## src/rtl/retry_tx_pkg.sv

```systemverilog
package retry_tx_pkg;
  typedef enum logic [1:0] {
    ST_IDLE = 2'd0,
    ST_SEND = 2'd1,
    ST_WAIT = 2'd2
  } tx_state_e;
endpackage

```

## src/rtl/retry_tx_buf.sv

```systemverilog
module retry_tx_buf #(
  parameter int DEPTH = 16,
  parameter int DW    = 8,
  localparam int AW   = (DEPTH > 1) ? $clog2(DEPTH) : 1,
  localparam int CW   = $clog2(DEPTH + 1)
) (
  input  logic          clk,
  input  logic          rst_n,
  input  logic          wr_en,
  input  logic [DW-1:0] wr_data,
  input  logic          clear,
  input  logic [AW-1:0] rd_ptr,
  output logic [DW-1:0] rd_data,
  output logic [CW-1:0] len,
  output logic          full
);
  logic [DW-1:0] mem [DEPTH];
  logic [AW-1:0] wr_ptr;

  assign wr_ptr  = len[AW-1:0];
  assign full    = (len == CW'(DEPTH));
  assign rd_data = mem[rd_ptr];

  always_ff @(posedge clk) begin
    if (wr_en) mem[wr_ptr] <= wr_data;
  end

  always_ff @(posedge clk) begin
    if (!rst_n)     len <= '0;
    else if (clear) len <= '0;
    else if (wr_en) len <= len + CW'(1);
  end

  AST_LEN_LIMIT: assert property (@(posedge clk) disable iff (!rst_n)
    len <= CW'(DEPTH));
endmodule

```

## src/rtl/retry_tx_seq.sv

```systemverilog
module retry_tx_seq
  import retry_tx_pkg::*;
#(
  parameter int DEPTH = 16,
  localparam int AW   = (DEPTH > 1) ? $clog2(DEPTH) : 1,
  localparam int CW   = $clog2(DEPTH + 1)
) (
  input  logic          clk,
  input  logic          rst_n,
  input  logic          start,
  input  logic [CW-1:0] len,
  input  logic          tx_ready,
  input  logic          net_valid,
  input  logic          net_ok,
  output logic          tx_valid,
  output logic [AW-1:0] rd_ptr,
  output logic          busy,
  output logic          done,
  output logic          clear
);
  tx_state_e state;
  logic      launch;
  logic      last;

  assign launch   = start && (len != '0);
  assign last     = (CW'(rd_ptr) == len - CW'(1));
  assign tx_valid = (state == ST_SEND);
  assign busy     = (state != ST_IDLE);
  assign clear    = (state == ST_WAIT) && net_valid && net_ok;

  always_ff @(posedge clk) begin
    if (!rst_n) begin
      state  <= ST_IDLE;
      rd_ptr <= '0;
      done   <= 1'b0;
    end else begin
      done <= 1'b0;
      unique case (state)
        ST_IDLE: if (launch) begin
          state  <= ST_SEND;
          rd_ptr <= '0;
        end
        ST_SEND: if (tx_ready) begin
          if (last) state  <= ST_WAIT;
          else      rd_ptr <= rd_ptr + AW'(1);
        end
        ST_WAIT: if (net_valid) begin
          if (net_ok) begin
            state <= ST_IDLE;
            done  <= 1'b1;
          end else begin
            state  <= ST_SEND;
            rd_ptr <= '0;
          end
        end
        default: state <= ST_IDLE;
      endcase
    end
  end

  AST_FAIL_REPLAY: assert property (@(posedge clk) disable iff (!rst_n)
    (state == ST_WAIT && net_valid && !net_ok) |=> (tx_valid && rd_ptr == '0));
  AST_SEND_IGNORES_VERDICT: assert property (@(posedge clk) disable iff (!rst_n)
    (state == ST_SEND && !tx_ready) |=> (state == ST_SEND));
endmodule

```

## src/rtl/retry_tx.sv

```systemverilog
module retry_tx #(
  parameter int DEPTH = 16,
  parameter int DW    = 8
) (
  input  logic          clk,
  input  logic          rst_n,
  input  logic          wr_valid,
  output logic          wr_ready,
  input  logic [DW-1:0] wr_data,
  input  logic          start,
  output logic          busy,
  output logic          done,
  output logic          tx_valid,
  input  logic          tx_ready,
  output logic [DW-1:0] tx_data,
  input  logic          net_valid,
  input  logic          net_ok
);
  localparam int AW = (DEPTH > 1) ? $clog2(DEPTH) : 1;
  localparam int CW = $clog2(DEPTH + 1);

  logic          full;
  logic          wr_en;
  logic          clear;
  logic [CW-1:0] len;
  logic [AW-1:0] rd_ptr;

  assign wr_ready = !busy && !full;
  assign wr_en    = wr_valid && wr_ready;

  retry_tx_buf #(.DEPTH(DEPTH), .DW(DW)) u_buf (
    .clk(clk), .rst_n(rst_n), .wr_en(wr_en), .wr_data(wr_data),
    .clear(clear), .rd_ptr(rd_ptr), .rd_data(tx_data), .len(len), .full(full)
  );

  retry_tx_seq #(.DEPTH(DEPTH)) u_seq (
    .clk(clk), .rst_n(rst_n), .start(start), .len(len),
    .tx_ready(tx_ready), .net_valid(net_valid), .net_ok(net_ok),
    .tx_valid(tx_valid), .rd_ptr(rd_ptr), .busy(busy), .done(done), .clear(clear)
  );

  AST_LEN_FROZEN: assert property (@(posedge clk) disable iff (!rst_n)
    (busy && $past(busy)) |-> $stable(len));
  AST_EMPTY_START: assert property (@(posedge clk) disable iff (!rst_n)
    (!busy && start && len == '0 && !wr_valid) |=> !busy);
  AST_HOLD_STALL: assert property (@(posedge clk) disable iff (!rst_n)
    (tx_valid && !tx_ready) |=> (tx_valid && $stable(tx_data)));
  AST_DONE_PULSE: assert property (@(posedge clk) disable iff (!rst_n)
    done |=> !done);
  AST_DONE_IDLE: assert property (@(posedge clk) disable iff (!rst_n)
    done |-> (!busy && wr_ready));
endmodule

```

## config.mk

```make
export PLATFORM = sky130hd
export DESIGN_NAME = retry_tx
export DESIGN_NICKNAME = d
export VERILOG_FILES = /design/src/rtl/retry_tx_pkg.sv /design/src/rtl/retry_tx_buf.sv /design/src/rtl/retry_tx_seq.sv /design/src/rtl/retry_tx.sv
export SDC_FILE = /design/constraint.sdc
export NUM_CORES = 1
export LEC_CHECK = 0
export ABC_CLOCK_PERIOD_IN_PS = 2200
export BUFFER_PORTS_ARGS = -buffer_cell sky130_fd_sc_hd__buf_2
export CORE_UTILIZATION = 30
export DETAILED_ROUTE_END_ITERATION = 12
export GPL_TIMING_DRIVEN = 1
export PLACE_DENSITY = 0.46
export SYNTH_ARGS = -nofsm -noshare
export SYNTH_HDL_FRONTEND = slang
export SYNTH_SLANG_ARGS = --single-unit
```

## constraint.sdc

```tcl
create_clock -name clk -period 2.2 [get_ports clk]
set_input_delay 0.44 -clock clk [delete_from_list [all_inputs] [get_ports clk]]
set_output_delay 0.44 -clock clk [all_outputs]
set_load 0.01 [all_outputs]
```

## After elaboration in Yosys (flattened, before gate mapping)

Memory sizes are Yosys's and may differ from the RTL's. A register that Yosys moved wholly into a read port is not among the register bits.
Cells that the tools add are included.

- Bitwise gates (word level): 1
- Add/sub/neg operators: 3
- Equality and inequality tests: 10
- Reduce and logical (&&, ||, !) cells: 15
- Multiplexer cells: 17

Operators with widths:

| kind | count |
|---|---|
| 2-to-1 mux 4 bit | 7 |
| case mux 4 bit (3 select lines) | 1 |
| 2-to-1 mux 2 bit | 4 |
| != test 2 x 1 -> 1 bit, second input constant | 3 |
| != test 2 bit, second input constant | 3 |
| case mux 2 bit (3 select lines) | 1 |
| AND reduction 6 bit | 1 |
| adder 5 x 1 -> 5 bit, second input constant | 1 |
| == test 4 x 5 -> 1 bit | 1 |
| == test 5 bit, second input constant | 1 |
| logical AND 1 bit | 5 |
| nonzero test 5 bit | 1 |
| subtractor 5 x 1 -> 5 bit, second input constant | 1 |
| adder 4 x 1 -> 4 bit, second input constant | 1 |
| 2-to-1 mux 1 bit | 4 |
| AND reduction 4 bit | 1 |
| AND reduction 3 bit | 1 |
| nonzero test 3 bit | 1 |
| == test 2 x 1 -> 1 bit, second input constant | 1 |
| == test 2 bit, second input constant | 1 |
| logical NOT 1 bit | 2 |
| logical NOT 2 bit | 1 |
| nonzero test 2 bit | 1 |
| OR reduction 2 bit | 1 |
| NOT 1 bit | 1 |

- Word-level logic and storage cells: 51
- Output and inout port bits: 12
- Register bits after elaboration: 12
- Memories kept: 1
- RAM bits: 128
- Bits of input ports: 15

Memories:

| name | words | bits a word | read ports | clocked after memory_dff | wr ports | line | source |
|---|---|---|---|---|---|---|---|
| u_buf.mem | 16 | 8 | 1 | 1 | 1 | retry_tx_buf.sv:17 | `logic [DW-1:0] mem [DEPTH];` |

## Longest topological paths before layout

- Word-level depth: 7
- Mapped depth: 7
- Depth with buffers taken out: 7

## By module

Synthesis repeated with hierarchy kept, for this count alone.

- Cells, all modules: 314
- Area total of the unflattened synthesis: 5796.8 sq um

By module, submodules not included:

| module | times used | seq. area each (sq um) | area each (sq um) | cells each |
|---|---|---|---|---|
| retry_tx_buf | 1 | 3943.8 | 5281.3 | 250 |
| retry_tx_seq | 1 | 140.1 | 499.2 | 62 |
| retry_tx | 1 | 0.0 | 16.3 | 2 |

## Least setup slack after synthesis

Ideal clock, no wire load.

- Path kind: register -> output
- Start point: register (tool-made name)
- End point: output port tx_data[0]
- Data required time: 1.760 ns
- Path slack: 0.017 ns
- Path buffers: 2
- Stages on the path, launching flop included: 5
- Arrival: 1.743 ns
- Cell sequence: dfxtp_1 -> buf_2 -> buf_2 -> mux4_2 -> mux4_2

RTL lines:

| item | line | source |
|---|---|---|
| end: declaration | retry_tx.sv:15 | `output logic [DW-1:0] tx_data,` |

==> run summary <==
Total CTS buffers - 17
# IOs - 27
Buf/Inv on CP - 2
Design Power - 6.31 mW
Antenna violations before repair - 0
Number of synthesized register bits - 144
Worst Setup End Kind - output pin
Most frequent CP cell - mux4_2
PortBufs - 26
Seq/Total Area, Yosys - 71.8%
Post-Syn Instances - 301
Post-CTS Setup Bufs - 0
Max_slew headroom - 64.4%
Worst EP required - 1.76 ns
Hold WS - 0.278 ns
Core box area - 18,800 sq um
Chip height - 141 um
Post-Route M1 WL - 5530 um
Detailed-route wire length per cell - 19.1 um
F_max - 0.384 GHz
Clock latency on the worst-skew pair - 0.42 ns
Synth warn - 0
Top sig layer - met4
Most frequent cells in the layout - edfxtp_1 (128), mux4_2 (40), buf_4 (39), nor2_1 (26), buf_2 (21)
Setup violations, final - 8
CTS tree - yes
Final Max Slew Viols - 0
GRT Util Overall - 13.8%
Cell family with most CP delay - multiplexers
WL met3 - 435 um
TritonCTS Sinks - 144
Final worst-path cycle share - 118%
Vias per Instance - 4.58
Site Rows - 50
Failing checks - negative setup slack
Worst-Margin Slew - 0.534 ns
Fraction of layout cells with a size suffix above 1 - 38.1%
Max Fanout on Critical Path - 10
Remaining global-route overflow - 0
Dpl ws - -0.0301 ns
Status - finished with violations
Synthesized Nets - 321
Power per Cell Area - 880 nW/um^2
DRC - 0
Root Driver - clkbuf_16
EDFF count, synth - 128
Largest net degree at the start of global routing - 33
Max-Cap Viols - 0
WP data arrival - 2.17 ns
Final net count - 395
Die width - 141 um
Gp weighted congestion - 0.735
CP peak stage delay - 0.54 ns
Average cell area after synthesis - 19.3 sq um
Crit Path Class - register to output pin
Die area - 19,900 sq um
Mapped Area - 5800 sq um
Most common cell after layout, fill and taps aside - edfxtp_1
Lkg Pwr - 2.36 nW
Synthesis-to-layout area growth - 23.7%
Post-cts resize count - 5
Maximum clock path buffer count - 2
Post-synth ARST share - 0%
Synth cell types - 44
DRT antenna net count - 0
Fin Setup TNS - -3.01 ns
DP Wirelength - 8510 um
Worst Skew - 0.00774 ns
Global-route wire length before repair - 19,300 um
CP max-delay cell - mux4_2
Top FF cell, synth - edfxtp_1
Final hold vios - 0
Clk slew on worst S/H paths - 0.06 ns
Initial core utilization - 30.8%
Peak supply drop - 0.000479 V
HP Class - input pin to register
Post-Route WL - 12,400 um
Critical path startpoint category - register
Worst Slack Setup Final - -0.405 ns
Tmin final - 2.61 ns
Initial DRC Count - 117
H-tree depth - 4
Critical-path cell list - buf_12 > mux4_2 > mux4_2 > buf_6
Vias in the first global route - 3,266
Via count - 2,966
RSZ-0062 raised after global routing - yes
Drt first pass iters - 4
Antenna diode count - 0
Routed wl met2 - 6170 um
Hold Buf Count CTS - 0
## sequential cells by signal, summed over array words and instances (netlist names), named ones only
register      count
u_buf.len         5
u_seq.done        1
u_seq.state       2
u_buf.mem       128
u_seq.rd_ptr      4
## layer usage
| layer | global-route usage (%) | vias up |
|---|---|---|
| li1 | - | 1369 |
| met1 | 17.2 | 1524 |
| met2 | 22.7 | 59 |
| met3 | 3.97 | 14 |
| met4 | 5.09 | 0 |
| met5 | 0 | - |
## where the power goes
group | total, mW | internal [mW] | leakage, nW | switching [mW]
Sequential | 3.05 | 3.02 | 1.29 | 0.0242
Clock | 2.78 | 1.59 | 0.270 | 1.19
Combinational | 0.479 | 0.235 | 0.807 | 0.244
Total | 6.31 | 4.85 | 2.36 | 1.45
## cell usage after synthesis (2+ instances only)
cell	n	area (sq um)
buf_1	5	18.8
xnor2_1	5	43.8
xor2_1	3	26.3
o22ai_1	2	12.5
edfxtp_1	128	3840
nor3_1	3	15.0
nand2b_1	5	31.3
ha_1	5	62.6
a221oi_1	2	17.5
a21oi_1	3	15.0
mux4_2	40	901
nor2_1	26	97.6
buf_2	6	30.0
o32ai_1	2	17.5
o2bb2ai_1	2	17.5
nand4b_1	2	17.5
inv_1	6	22.5
nand2_1	12	45.0
dfxtp_1	16	320
nand3_1	2	10.0
mux2i_1	3	30.0
## stage by stage
stage	utilization, %	std cells	area [sq um]
after floorplan	-	301	5800
after global placement	34.8	616	6550
after detailed placement	34.8	616	6550
after CTS	38.0	648	7160
after global routing	38.1	648	7170
final	38.1	648	7170
## final cells by class
type / count / area (sq um)
fillers: 1744 / 11700
clock buffers: 18 / 429
well taps: 260 / 325
inverters: 7 / 26.3
flip-flops and latches: 144 / 4170
multi-input cells: 136 / 1540
clock inverters: 14 / 146
repair buffers: 69 / 534
## cell families after synthesis
kind of cell               count (synthesis)  share of synthesized area [%]
adders and majority gates                  5                           1.08
AOI/OAI and AO/OA                         20                           3.02
DFF                                      144                           71.8
and+or+nand+nor                           60                           5.10
buffers and inverters                     21                           1.68
xor gates and xnor gates                   8                           1.21
muxes                                     43                           16.1
## worst paths after layout
kind                            cells after the start       startpoint  slack (ns)         endpoint
worst max-delay path                                4         register       -0.41       tx_data[7]
worst min-delay path                                2         tx_ready        0.28   u_seq.state[0]
worst max register to register                      8     u_buf.len[0]        0.17         register
worst min register to register                      2  u_seq.rd_ptr[3]        0.53  u_seq.rd_ptr[3]
No activity file was read; power rests on OpenSTA's default activity.
